===== config.mk =====
export PLATFORM = sky130hd
export DESIGN_NAME = chan_cfg_port
export DESIGN_NICKNAME = d
export VERILOG_FILES = /design/src/rtl/chan_cfg_pkg.sv /design/src/rtl/cfg_sync.sv /design/src/rtl/cfg_frame_rx.sv /design/src/rtl/cfg_chan_regs.sv /design/src/rtl/chan_cfg_port.sv
export SDC_FILE = /design/constraint.sdc
export NUM_CORES = 1
export LEC_CHECK = 0
export BUFFER_PORTS_ARGS = -buffer_cell sky130_fd_sc_hd__buf_4
export CORE_UTILIZATION = 45
export DETAILED_ROUTE_END_ITERATION = 8
export HOLD_SLACK_MARGIN = 0.03
export PLACE_DENSITY = 0.76
export SYNTH_ARGS = -nofsm -noshare
export SYNTH_HDL_FRONTEND = slang
export SYNTH_SLANG_ARGS = --single-unit

===== constraint.sdc =====
create_clock -name clk -period 1.2 [get_ports clk]
set_input_delay 0.3 -clock clk [delete_from_list [all_inputs] [get_ports clk]]
set_output_delay 0.3 -clock clk [all_outputs]
set_load 0.03 [all_outputs]

===== src/rtl/chan_cfg_pkg.sv =====
// Shared constants for the serial channel configuration port.
// Assumes the frame layout: byte 0 address, byte 1 control, bytes 2/3 slots.
package chan_cfg_pkg;
    localparam int FRAME_SHORT = 16;
    localparam int FRAME_LONG  = 32;
    localparam int BYTE_W      = 8;

    // Control byte bit positions (within byte 1)
    localparam int CB_ARST = 0;
    localparam int CB_BYP  = 1;
    localparam int CB_LAW  = 2;
    localparam int CB_RATE = 3;
    localparam int CB_ENC  = 5;

    typedef struct packed {
        logic       encode;
        logic [1:0] rate;
        logic       mulaw;
        logic       bypass;
    } chan_ctrl_t;
endpackage


===== src/rtl/cfg_sync.sv =====
// Multi-bit, multi-stage synchronizer for slow host inputs.
// Assumes each input changes far slower than clk; bits are not coherent.
module cfg_sync #(
    parameter int            WIDTH  = 3,
    parameter int            STAGES = 2,
    parameter logic [WIDTH-1:0] RST_VAL = '0
) (
    input  logic             clk,
    input  logic             rst_n,
    input  logic [WIDTH-1:0] d,
    output logic [WIDTH-1:0] q
);
    logic [WIDTH-1:0] chain [STAGES];

    // Shift the inputs through STAGES flops
    always_ff @(posedge clk) begin
        if (!rst_n) begin
            for (int s = 0; s < STAGES; s++) chain[s] <= RST_VAL;
        end else begin
            chain[0] <= d;
            for (int s = 1; s < STAGES; s++) chain[s] <= chain[s-1];
        end
    end

    assign q = chain[STAGES-1];
endmodule


===== src/rtl/cfg_frame_rx.sv =====
// Collects a serial frame, counts its bits and decides at chip-select rise
// whether it is a control write, a full write, an invalid full write or junk.
// Assumes synchronized inputs; sclk must be slower than clk/2.
module cfg_frame_rx
    import chan_cfg_pkg::*;
#(
    parameter int SLOT_W = 6
) (
    input  logic                  clk,
    input  logic                  rst_n,
    input  logic                  en,
    input  logic                  cs_s,
    input  logic                  sclk_s,
    input  logic                  sdi_s,
    output logic [FRAME_LONG-1:0] frame,
    output logic                  load_ctrl,
    output logic                  load_slots,
    output logic                  bad
);
    localparam int CNT_W   = $clog2(FRAME_LONG + 2);
    localparam int CNT_SAT = FRAME_LONG + 1;
    localparam int RSV_W   = BYTE_W - SLOT_W;

    logic [CNT_W-1:0] cnt;
    logic             cs_q, sclk_q;
    logic             sclk_rise, cs_fall, cs_rise;
    logic             rsv_ok, is_short, is_long;

    assign sclk_rise = sclk_s && !sclk_q && !cs_s;
    assign cs_fall   = !cs_s && cs_q;
    assign cs_rise   = cs_s && !cs_q;
    assign rsv_ok    = (frame[2*BYTE_W+SLOT_W +: RSV_W] == '0) &&
                       (frame[3*BYTE_W+SLOT_W +: RSV_W] == '0);
    assign is_short  = (cnt == CNT_W'(FRAME_SHORT));
    assign is_long   = (cnt == CNT_W'(FRAME_LONG));

    // Edge history of chip select and serial clock
    always_ff @(posedge clk) begin
        if (!rst_n) begin
            cs_q   <= 1'b1;
            sclk_q <= 1'b0;
        end else begin
            cs_q   <= cs_s;
            sclk_q <= sclk_s;
        end
    end

    // Bit counter (saturating past a long frame) and frame capture
    always_ff @(posedge clk) begin
        if (!rst_n) begin
            cnt   <= '0;
            frame <= '0;
        end else if (cs_fall) begin
            cnt <= '0;
        end else if (sclk_rise) begin
            if (cnt < CNT_W'(FRAME_LONG)) frame[cnt[$clog2(FRAME_LONG)-1:0]] <= sdi_s;
            if (cnt != CNT_W'(CNT_SAT)) cnt <= cnt + 1'b1;
        end
    end

    // Frame verdict at the end of the transaction
    always_ff @(posedge clk) begin
        if (!rst_n) begin
            load_ctrl  <= 1'b0;
            load_slots <= 1'b0;
            bad        <= 1'b0;
        end else begin
            load_ctrl  <= en && cs_rise && (is_short || (is_long && rsv_ok));
            load_slots <= en && cs_rise && is_long && rsv_ok;
            bad        <= en && cs_rise && is_long && !rsv_ok;
        end
    end
endmodule


===== src/rtl/cfg_chan_regs.sv =====
// Per-channel storage of control fields and time slots, plus the
// self-clearing algorithm reset pulse. Assumes load strobes are one cycle.
module cfg_chan_regs
    import chan_cfg_pkg::*;
#(
    parameter int NUM_CH = 2,
    parameter int SLOT_W = 6
) (
    input  logic                     clk,
    input  logic                     rst_n,
    input  logic [FRAME_LONG-1:0]    frame,
    input  logic                     load_ctrl,
    input  logic                     load_slots,
    output chan_ctrl_t [NUM_CH-1:0]  ctrl,
    output logic [NUM_CH*SLOT_W-1:0] in_slot,
    output logic [NUM_CH*SLOT_W-1:0] out_slot,
    output logic [NUM_CH-1:0]        alg_rst
);
    localparam int CH_W = (NUM_CH > 1) ? $clog2(NUM_CH) : 1;

    logic [CH_W-1:0]   sel;
    logic [BYTE_W-1:0] cbyte;
    chan_ctrl_t        cnew;

    assign sel   = frame[CH_W-1:0];
    assign cbyte = frame[BYTE_W +: BYTE_W];
    assign cnew  = '{encode: cbyte[CB_ENC], rate: cbyte[CB_RATE +: 2],
                     mulaw: cbyte[CB_LAW], bypass: cbyte[CB_BYP]};

    for (genvar i = 0; i < NUM_CH; i++) begin : g_ch
        logic hit;
        assign hit = (sel == CH_W'(i));

        // Control fields and reset pulse for channel i
        always_ff @(posedge clk) begin
            if (!rst_n) begin
                ctrl[i]    <= '0;
                alg_rst[i] <= 1'b0;
            end else begin
                alg_rst[i] <= load_ctrl && hit && cbyte[CB_ARST];
                if (load_ctrl && hit) ctrl[i] <= cnew;
            end
        end

        // Time slots for channel i
        always_ff @(posedge clk) begin
            if (!rst_n) begin
                in_slot[i*SLOT_W +: SLOT_W]  <= '0;
                out_slot[i*SLOT_W +: SLOT_W] <= '0;
            end else if (load_slots && hit) begin
                in_slot[i*SLOT_W +: SLOT_W]  <= frame[2*BYTE_W +: SLOT_W];
                out_slot[i*SLOT_W +: SLOT_W] <= frame[3*BYTE_W +: SLOT_W];
            end
        end
    end
endmodule


===== src/rtl/chan_cfg_port.sv =====
// Top of the serial channel configuration port: synchronizes the host
// inputs, frames the transaction and drives per-channel settings.
// Assumes sclk at most a quarter of clk and cs_n held high between frames.
module chan_cfg_port
    import chan_cfg_pkg::*;
#(
    parameter int NUM_CH      = 2,
    parameter int SLOT_W      = 6,
    parameter int SYNC_STAGES = 2
) (
    input  logic                     clk,
    input  logic                     rst_n,
    input  logic                     sw_cfg_en,
    input  logic                     cs_n,
    input  logic                     sclk,
    input  logic                     sdi,
    output logic [NUM_CH-1:0]        bypass,
    output logic [NUM_CH-1:0]        mulaw,
    output logic [NUM_CH-1:0]        encode,
    output logic [NUM_CH*2-1:0]      rate_sel,
    output logic [NUM_CH*SLOT_W-1:0] in_slot,
    output logic [NUM_CH*SLOT_W-1:0] out_slot,
    output logic [NUM_CH-1:0]        alg_rst,
    output logic                     cfg_invalid
);
    logic                    cs_s, sclk_s, sdi_s;
    logic [FRAME_LONG-1:0]   frame;
    logic                    load_ctrl, load_slots;
    chan_ctrl_t [NUM_CH-1:0] ctrl;

    cfg_sync #(.WIDTH(3), .STAGES(SYNC_STAGES), .RST_VAL(3'b100)) u_sync (
        .clk(clk), .rst_n(rst_n),
        .d({cs_n, sclk, sdi}), .q({cs_s, sclk_s, sdi_s})
    );

    cfg_frame_rx #(.SLOT_W(SLOT_W)) u_rx (
        .clk(clk), .rst_n(rst_n), .en(sw_cfg_en),
        .cs_s(cs_s), .sclk_s(sclk_s), .sdi_s(sdi_s),
        .frame(frame), .load_ctrl(load_ctrl), .load_slots(load_slots),
        .bad(cfg_invalid)
    );

    cfg_chan_regs #(.NUM_CH(NUM_CH), .SLOT_W(SLOT_W)) u_regs (
        .clk(clk), .rst_n(rst_n), .frame(frame),
        .load_ctrl(load_ctrl), .load_slots(load_slots),
        .ctrl(ctrl), .in_slot(in_slot), .out_slot(out_slot),
        .alg_rst(alg_rst)
    );

    for (genvar i = 0; i < NUM_CH; i++) begin : g_out
        assign bypass[i]         = ctrl[i].bypass;
        assign mulaw[i]          = ctrl[i].mulaw;
        assign encode[i]         = ctrl[i].encode;
        assign rate_sel[2*i +: 2] = ctrl[i].rate;
    end
endmodule


==> results of run 1 <==
==> routing by layer <==
layer  vias up  GRT usage
met1      1243      0.242
met5         -          0
met3        11     0.0500
met4         0      0.105
li1       1269          -
met2        59      0.345
==> layout by cell type (no fill, tap or decap), types with 4 or more instances in the layout <==
master,n
nand3_2,8
dfxtp_2,8
nand2_1,81
clkbuf_8,9
nor3b_4,4
nand4b_1,11
mux2i_1,32
dfxtp_1,62
a21boi_1,27
and2_1,6
buf_4,58
nand3_1,13
buf_6,16
nand2b_1,5
dfxtp_4,6
nor2b_1,8
ha_4,4
==> where the power goes <==
group / internal (W) / switching [W]
registers: 0.00252 / 0.0000125
logic: 0.0000678 / 0.0000643
clock network: 0.000951 / 0.000943
total: 0.00354 / 0.00102
==> registers in the layout (all words and copies together) (netlist names) <==
register         cells
u_rx.frame          23
u_regs.in_slot      12
u_regs.out_slot     12
u_regs.ctrl         10
u_rx.cnt             6
u_sync.chain         6
u_regs.alg_rst       2
u_rx.bad             1
u_rx.cs_q            1
u_rx.load_ctrl       1
u_rx.load_slots      1
u_rx.sclk_q          1
==> through the flow <==
| step | setup slack [ns] | hold WS, ns |
|---|---|---|
| global placement | -0.0930 | 0.392 |
| floorplan | -0.0295 | 0.386 |
| global route | -0.143 | 0.118 |
| CTS | -0.0820 | 0.107 |
| finish | -0.103 | 0.124 |
| detailed placement | -0.119 | 0.411 |
==> repair_timing <==
action,4_1_cts,5_1_grt
gates cloned,1,0
buffers inserted,3,1
pin swaps,11,9
resized for setup,39,33
endpoints found under the setup margin,30,53
==> layout make-up <==
| class | instances | area (um^2) | area share |
|---|---|---|---|
| Clock inverter | 6 | 65.1 | 0.0154 |
| Multi-Input combinational cell | 233 | 1700 | 0.403 |
| Sequential cell | 76 | 1550 | 0.369 |
| Tap cell | 80 | 100 | 0.0238 |
| Clock buffer | 9 | 124 | 0.0294 |
| Inverter | 2 | 15.0 | 0.00356 |
| Timing Repair Buffer | 76 | 656 | 0.156 |
==> final timing paths <==
| kind | endpoint | slack, ns | from |
|---|---|---|---|
| setup / recovery | u_rx.frame[13] | -0.10 | u_rx.sclk_q |
| hold / removal | u_sync.chain[0][2] | 0.12 | cs_n |
| setup reg to reg | u_rx.frame[13] | -0.10 | u_rx.sclk_q |
| hold reg to reg | u_sync.chain[0][5] | 0.43 | u_sync.chain[0][2] |
==> cells by family (layout without fill, tap and decap cells) <==
kind of cell | Yosys count | after routing | share of synthesized area
mux | 32 | 32 | 0.102
simple gates | 162 | 162 | 0.278
compound gates | 35 | 35 | 0.0827
fa+ha+maj | 4 | 4 | 0.0159
buf+inv | 27 | 93 | 0.0378
flops | 76 | 76 | 0.484
==> cell usage after synthesis, types with 3 or more instances <==
library cell  count
dfxtp_1          76
clkbuf_1         15
and3b_1           3
nor2b_1           8
nand4_1           3
buf_2             8
nor3b_2           4
and2_1            6
a21boi_1         27
mux2i_1          32
nand2_1          82
nand3_1          24
ha_1              4
nand4b_1         11
nand2b_1          6
==> reports/qor.csv, run 1 <==
metric;value;unit
Synth Net Count;346;
EDFF count, synth;0;
DRT iter0 DRCs;121;
critical path's slowest cell;dfxtp_4;
Crit path buffers/inverters;1;
WHS Path Cells;2;
Post-CTS Hold Fix Bufs;0;
CP cell instances;nor4b_4 -> buf_6 -> nand4b_1 -> mux2i_1;
CTS tree;built;
first-pass GRT wire length;11700;um
CTS root buffer;clkbuf_8;
placed cells;462;
Worst path depth;4;
Yosys top cell area share;0.484;
Critical Path AT;1.55;ns
hpwl dp;4670;um
static leakage;1.72;nW
CP Capture Type;flop;
# IOs;43;
largest area contributor in the netlist;dfxtp_1;
port bufs;42;
number of global-route vias before repair;2537;
Worst Reg-to-Reg Cells;4;
top cells by area, synth;dfxtp_1 (48%), mux2i_1 (10%), nand2_1 (9.8%), a21boi_1 (6.4%), nand3_1 (3.8%);
Peak VDD IR;0.901;mV
Setup Skew;0.00598;ns
Setup CP Type;reg2reg;
Worst Hold Class;in2reg;
gr usage total;0.204;
final number of max-transition violations;0;
Power Total;0.00456;W
Synth cell types;36;
maxcap violations;0;
Avg WL per Cell;14.7;um
status;finished with violations;
Initial Util;0.466;
Max FO, Critical Path;12;
critical path launch point type;flop;
synthesized cell area;0.00315;mm^2
top_reg_cell synth;dfxtp_1;
pwr/cell area;1080;mW/mm^2
slew margin rel.;0.779;
CTS H-tree depth;3;
M1 WL;3070;um
Die Ht;85.6;um
setup ws final;-0.103;ns
Layout Nets;408;
initial antenna violation count;0;
P&R area growth vs syn;33.9;%
Routability Congestion;0.889;
ANT cells;0;
Final min period;1.30;ns
non-filler instance count after layout;482;
final setup TNS;-1.26;ns
die area;0.00733;mm^2
clock tree buffer depth;2;
core area;0.00676;mm^2
clock latency on the worst-skew pair;0.35;ns
register area share after synthesis;0.484;
Reg clk slew, reported paths;0.08;ns
Max Freq;767;MHz
failing checks;setup timing;
residual DRC count;0;
Post-Route Utilization;0.624;
Detailed Route WL;7060;um
Worst path top cell family by delay;simple AND/OR/NAND/NOR gates;
Avg Inst Size Synth;9.36;um^2
design area;0.00421;mm^2
met3 routed WL;320;um
Max Used Layer;met4;
cell row count;30;
largest net degree at the start of global routing;33;
WL met2;3550;um
TritonCTS Buffers;9;
ys async rst share;0;
flops & latches, synth;76;
vias per cell;5.36;
RSZ-0062 raised after global routing;yes;
Final Hold Violating Endpoints;0;
Placement Cell Area;0.00369;mm^2
Final period util;1.09;
Fillers;545;
gr ovfl total;0;
DR pass1 iterations;4;
CTS Sinks;76;
Synth Warn #;0;
Max stage delay on crit path;0.37;ns
post-synthesis cell count;336;
die width;85.6;um
share of layout cells above drive strength 1;0.338;
final setup fails;29;
ANT nets after route;0;
critical path required time;1.44;ns
Via Count;2582;
Worst-Margin Slew;0.332;ns
No activity file was read; power rests on OpenSTA's default activity.
==> run 2, diff against run 1 <==
==> constraint.sdc (replaced) <==
create_clock -name clk -period 1.1 [get_ports clk]
set_input_delay 0.275 -clock clk [delete_from_list [all_inputs] [get_ports clk]]
set_output_delay 0.275 -clock clk [all_outputs]
set_load 0.03 [all_outputs]
==> run 2 against run 1 <==
Net effect:
- the flow still finishes with violations (setup timing)
- global-route usage shrank 0.14 points
- largest power group unchanged
- clock power grew 12%
- final cell count grew 2.7%
- total power grew 10%
- clock skew shrank 0.0021 ns
- design area grew 6.0%
- clock-buffer cell count grew 1
- highest routed layer unchanged
- hold slack lost 0.019 ns
- non-clock buffer count grew 12
- routed wire length grew 4.0%
- core utilization grew 3.8 points
==> reports/qor.csv, run 2 (synthesis gave the netlist of run 1 again) <==
metric;value;unit;change
pwr/cell area;1120;mW/mm^2;+3.9%
share of layout cells above drive strength 1;0.446;;+0.107
Via Count;2604;;+0.85%
P&R area growth vs syn;42.0;%;
CTS root buffer;clkbuf_8;;
first-pass GRT wire length;11400;um;-2.4%
Routability Congestion;0.857;;-3.6%
Setup CP Type;reg2reg;;
Final Hold Violating Endpoints;0;;unchanged
CP cell instances;inv_4 -> ha_2 -> nor3b_4 -> buf_6 -> nand3_2 -> mux2i_1;;
Final period util;1.21;;+0.129
CTS H-tree depth;3;;unchanged
ANT cells;0;;unchanged
biggest regs;u_rx.frame (23), u_regs.in_slot (12), u_regs.out_slot (12);;
Max FO, Critical Path;4;;-8
die width;85.6;um;unchanged
gr ovfl total;0;;unchanged
cell row count;30;;unchanged
Max stage delay on crit path;0.37;ns;about the same
Max Freq;748;MHz;-2.5%
slew margin rel.;0.744;;-0.0349
commonest cells after routing, fill and taps aside;nand2_1 (81), buf_6 (42), buf_4 (40);;
Setup Skew;0.00383;ns;-0.00215 ns
ANT nets after route;0;;unchanged
vias per cell;5.26;;-1.8%
critical path required time;1.35;ns;-0.09 ns
largest net degree at the start of global routing;37;;+12%
failing checks;setup timing;;
Critical Path AT;1.59;ns;+0.04 ns
CTS tree;built;;
Layout Nets;420;;+2.9%
Avg WL per Cell;14.8;um;+1.3%
critical path's slowest cell;dfxtp_4;;
Post-CTS Hold Fix Bufs;0;;unchanged
Die Ht;85.6;um;unchanged
max reg flops;23;;unchanged
commonest non-fill, non-tap cell in the layout;nand2_1;;
TritonCTS Buffers;9;;unchanged
Worst Hold Class;in2reg;;
RSZ-0062 raised after global routing;yes;;
residual DRC count;0;;unchanged
setup ws final;-0.236;ns;-0.133 ns
final setup fails;39;;+34%
DRT iter0 DRCs;136;;+12%
clock tree buffer depth;2;;unchanged
critical path launch point type;flop;;
Reg clk slew, reported paths;0.08;ns;about the same
placed cells;459;;-0.65%
non-filler instance count after layout;495;;+2.7%
clock latency on the worst-skew pair;0.36;ns;about the same
Final min period;1.34;ns;+0.0332 ns
number of global-route vias before repair;2335;;-8.0%
CP Capture Type;flop;;
maxcap violations;0;;unchanged
# IOs;43;;unchanged
DR pass1 iterations;4;;unchanged
port bufs;42;;unchanged
status;finished with violations;;
die area;0.00733;mm^2;unchanged
Reg with most FFs;u_rx.frame;;
final number of max-transition violations;0;;unchanged
core area;0.00676;mm^2;unchanged
Detailed Route WL;7350;um;+4.0%
Initial Util;0.466;;unchanged
static leakage;1.85;nW;+7.2%
Fillers;522;;-4.2%
Peak VDD IR;0.640;mV;-29%
pre-CTS WS;-0.240;ns;-0.122 ns
Post-Route Utilization;0.661;;+0.0376
hpwl dp;4590;um;-1.9%
gr usage total;0.203;;-0.00135
Worst-Margin Slew;0.383;ns;+0.0519 ns
CTS Sinks;76;;unchanged
initial antenna violation count;0;;unchanged
run 2: worst paths after layout:
kind                                         start                 end  slack (ns)  cells after the start
worst min-delay path                          cs_n  u_sync.chain[0][2]        0.11                      2
worst min register to register  u_sync.chain[0][2]  u_sync.chain[0][5]        0.41                      1
worst max register to register         u_rx.cnt[0]       u_rx.frame[0]       -0.24                      6
worst max-delay path                   u_rx.cnt[0]       u_rx.frame[0]       -0.24                      6
run 2: report_power, final:
group	internal, W	total [W]	switching [W]
clock	0.00105	0.00212	0.00107
combinational	0.0000770	0.000151	0.0000738
sequential	0.00274	0.00275	0.0000119
run 2: cell type report:
cell class                 count  area, um^2  area share
clock buffer                  10         128      0.0286
clock inverter                 6        62.6      0.0140
inverter                       2        12.5     0.00280
multi-input combinational    233        1680       0.376
sequential                    76        1600       0.359
tap                           80         100      0.0224
timing repair buffer          88         878       0.197
run 2: metrics by stage:
step | setup TNS, ns | hold slack (ns) | instance area [um^2] | total power (W)
final | -4.80 | 0.105 | 4470 | 0.00502
after global routing | -7.05 | 0.100 | 4470 | 0.00516
after CTS | -4.27 | 0.111 | 4290 | 0.00504
after detailed placement | -4.75 | 0.394 | 3760 | 0.00296
after global placement | -4.25 | 0.397 | 3760 | 0.00296
after floorplan | -1.40 | 0.376 | 3220 | 0.00291
run 2: per-layer routing:
layer | vias to the layer above | routed length, um | global-route usage
li1 | 1292 | - | -
met1 | 1234 | 3260 | 0.252
met2 | 65 | 3590 | 0.328
met3 | 13 | 329 | 0.0577
met4 | 0 | 168 | 0.0939
met5 | - | 0 | 0
run 2: repair_timing:
action | in CTS | in global routing
gates resized for setup | 99 | 22
endpoints found under the hold margin | 0 | 0
setup buffers | 7 | 12
cloned | 1 | 0
pin swaps | 9 | 7
setup endpoints to repair | 81 | 71
run 2: critical path: cells and delay by family, from the launching register on:
kind,cells,cell delay [ns]
flip-flops,1,0.37
multiplexers,1,0.13
adder cells (fa/ha/maj),1,0.18
AND/OR/NAND/NOR,2,0.31
buffers and inverters,2,0.24
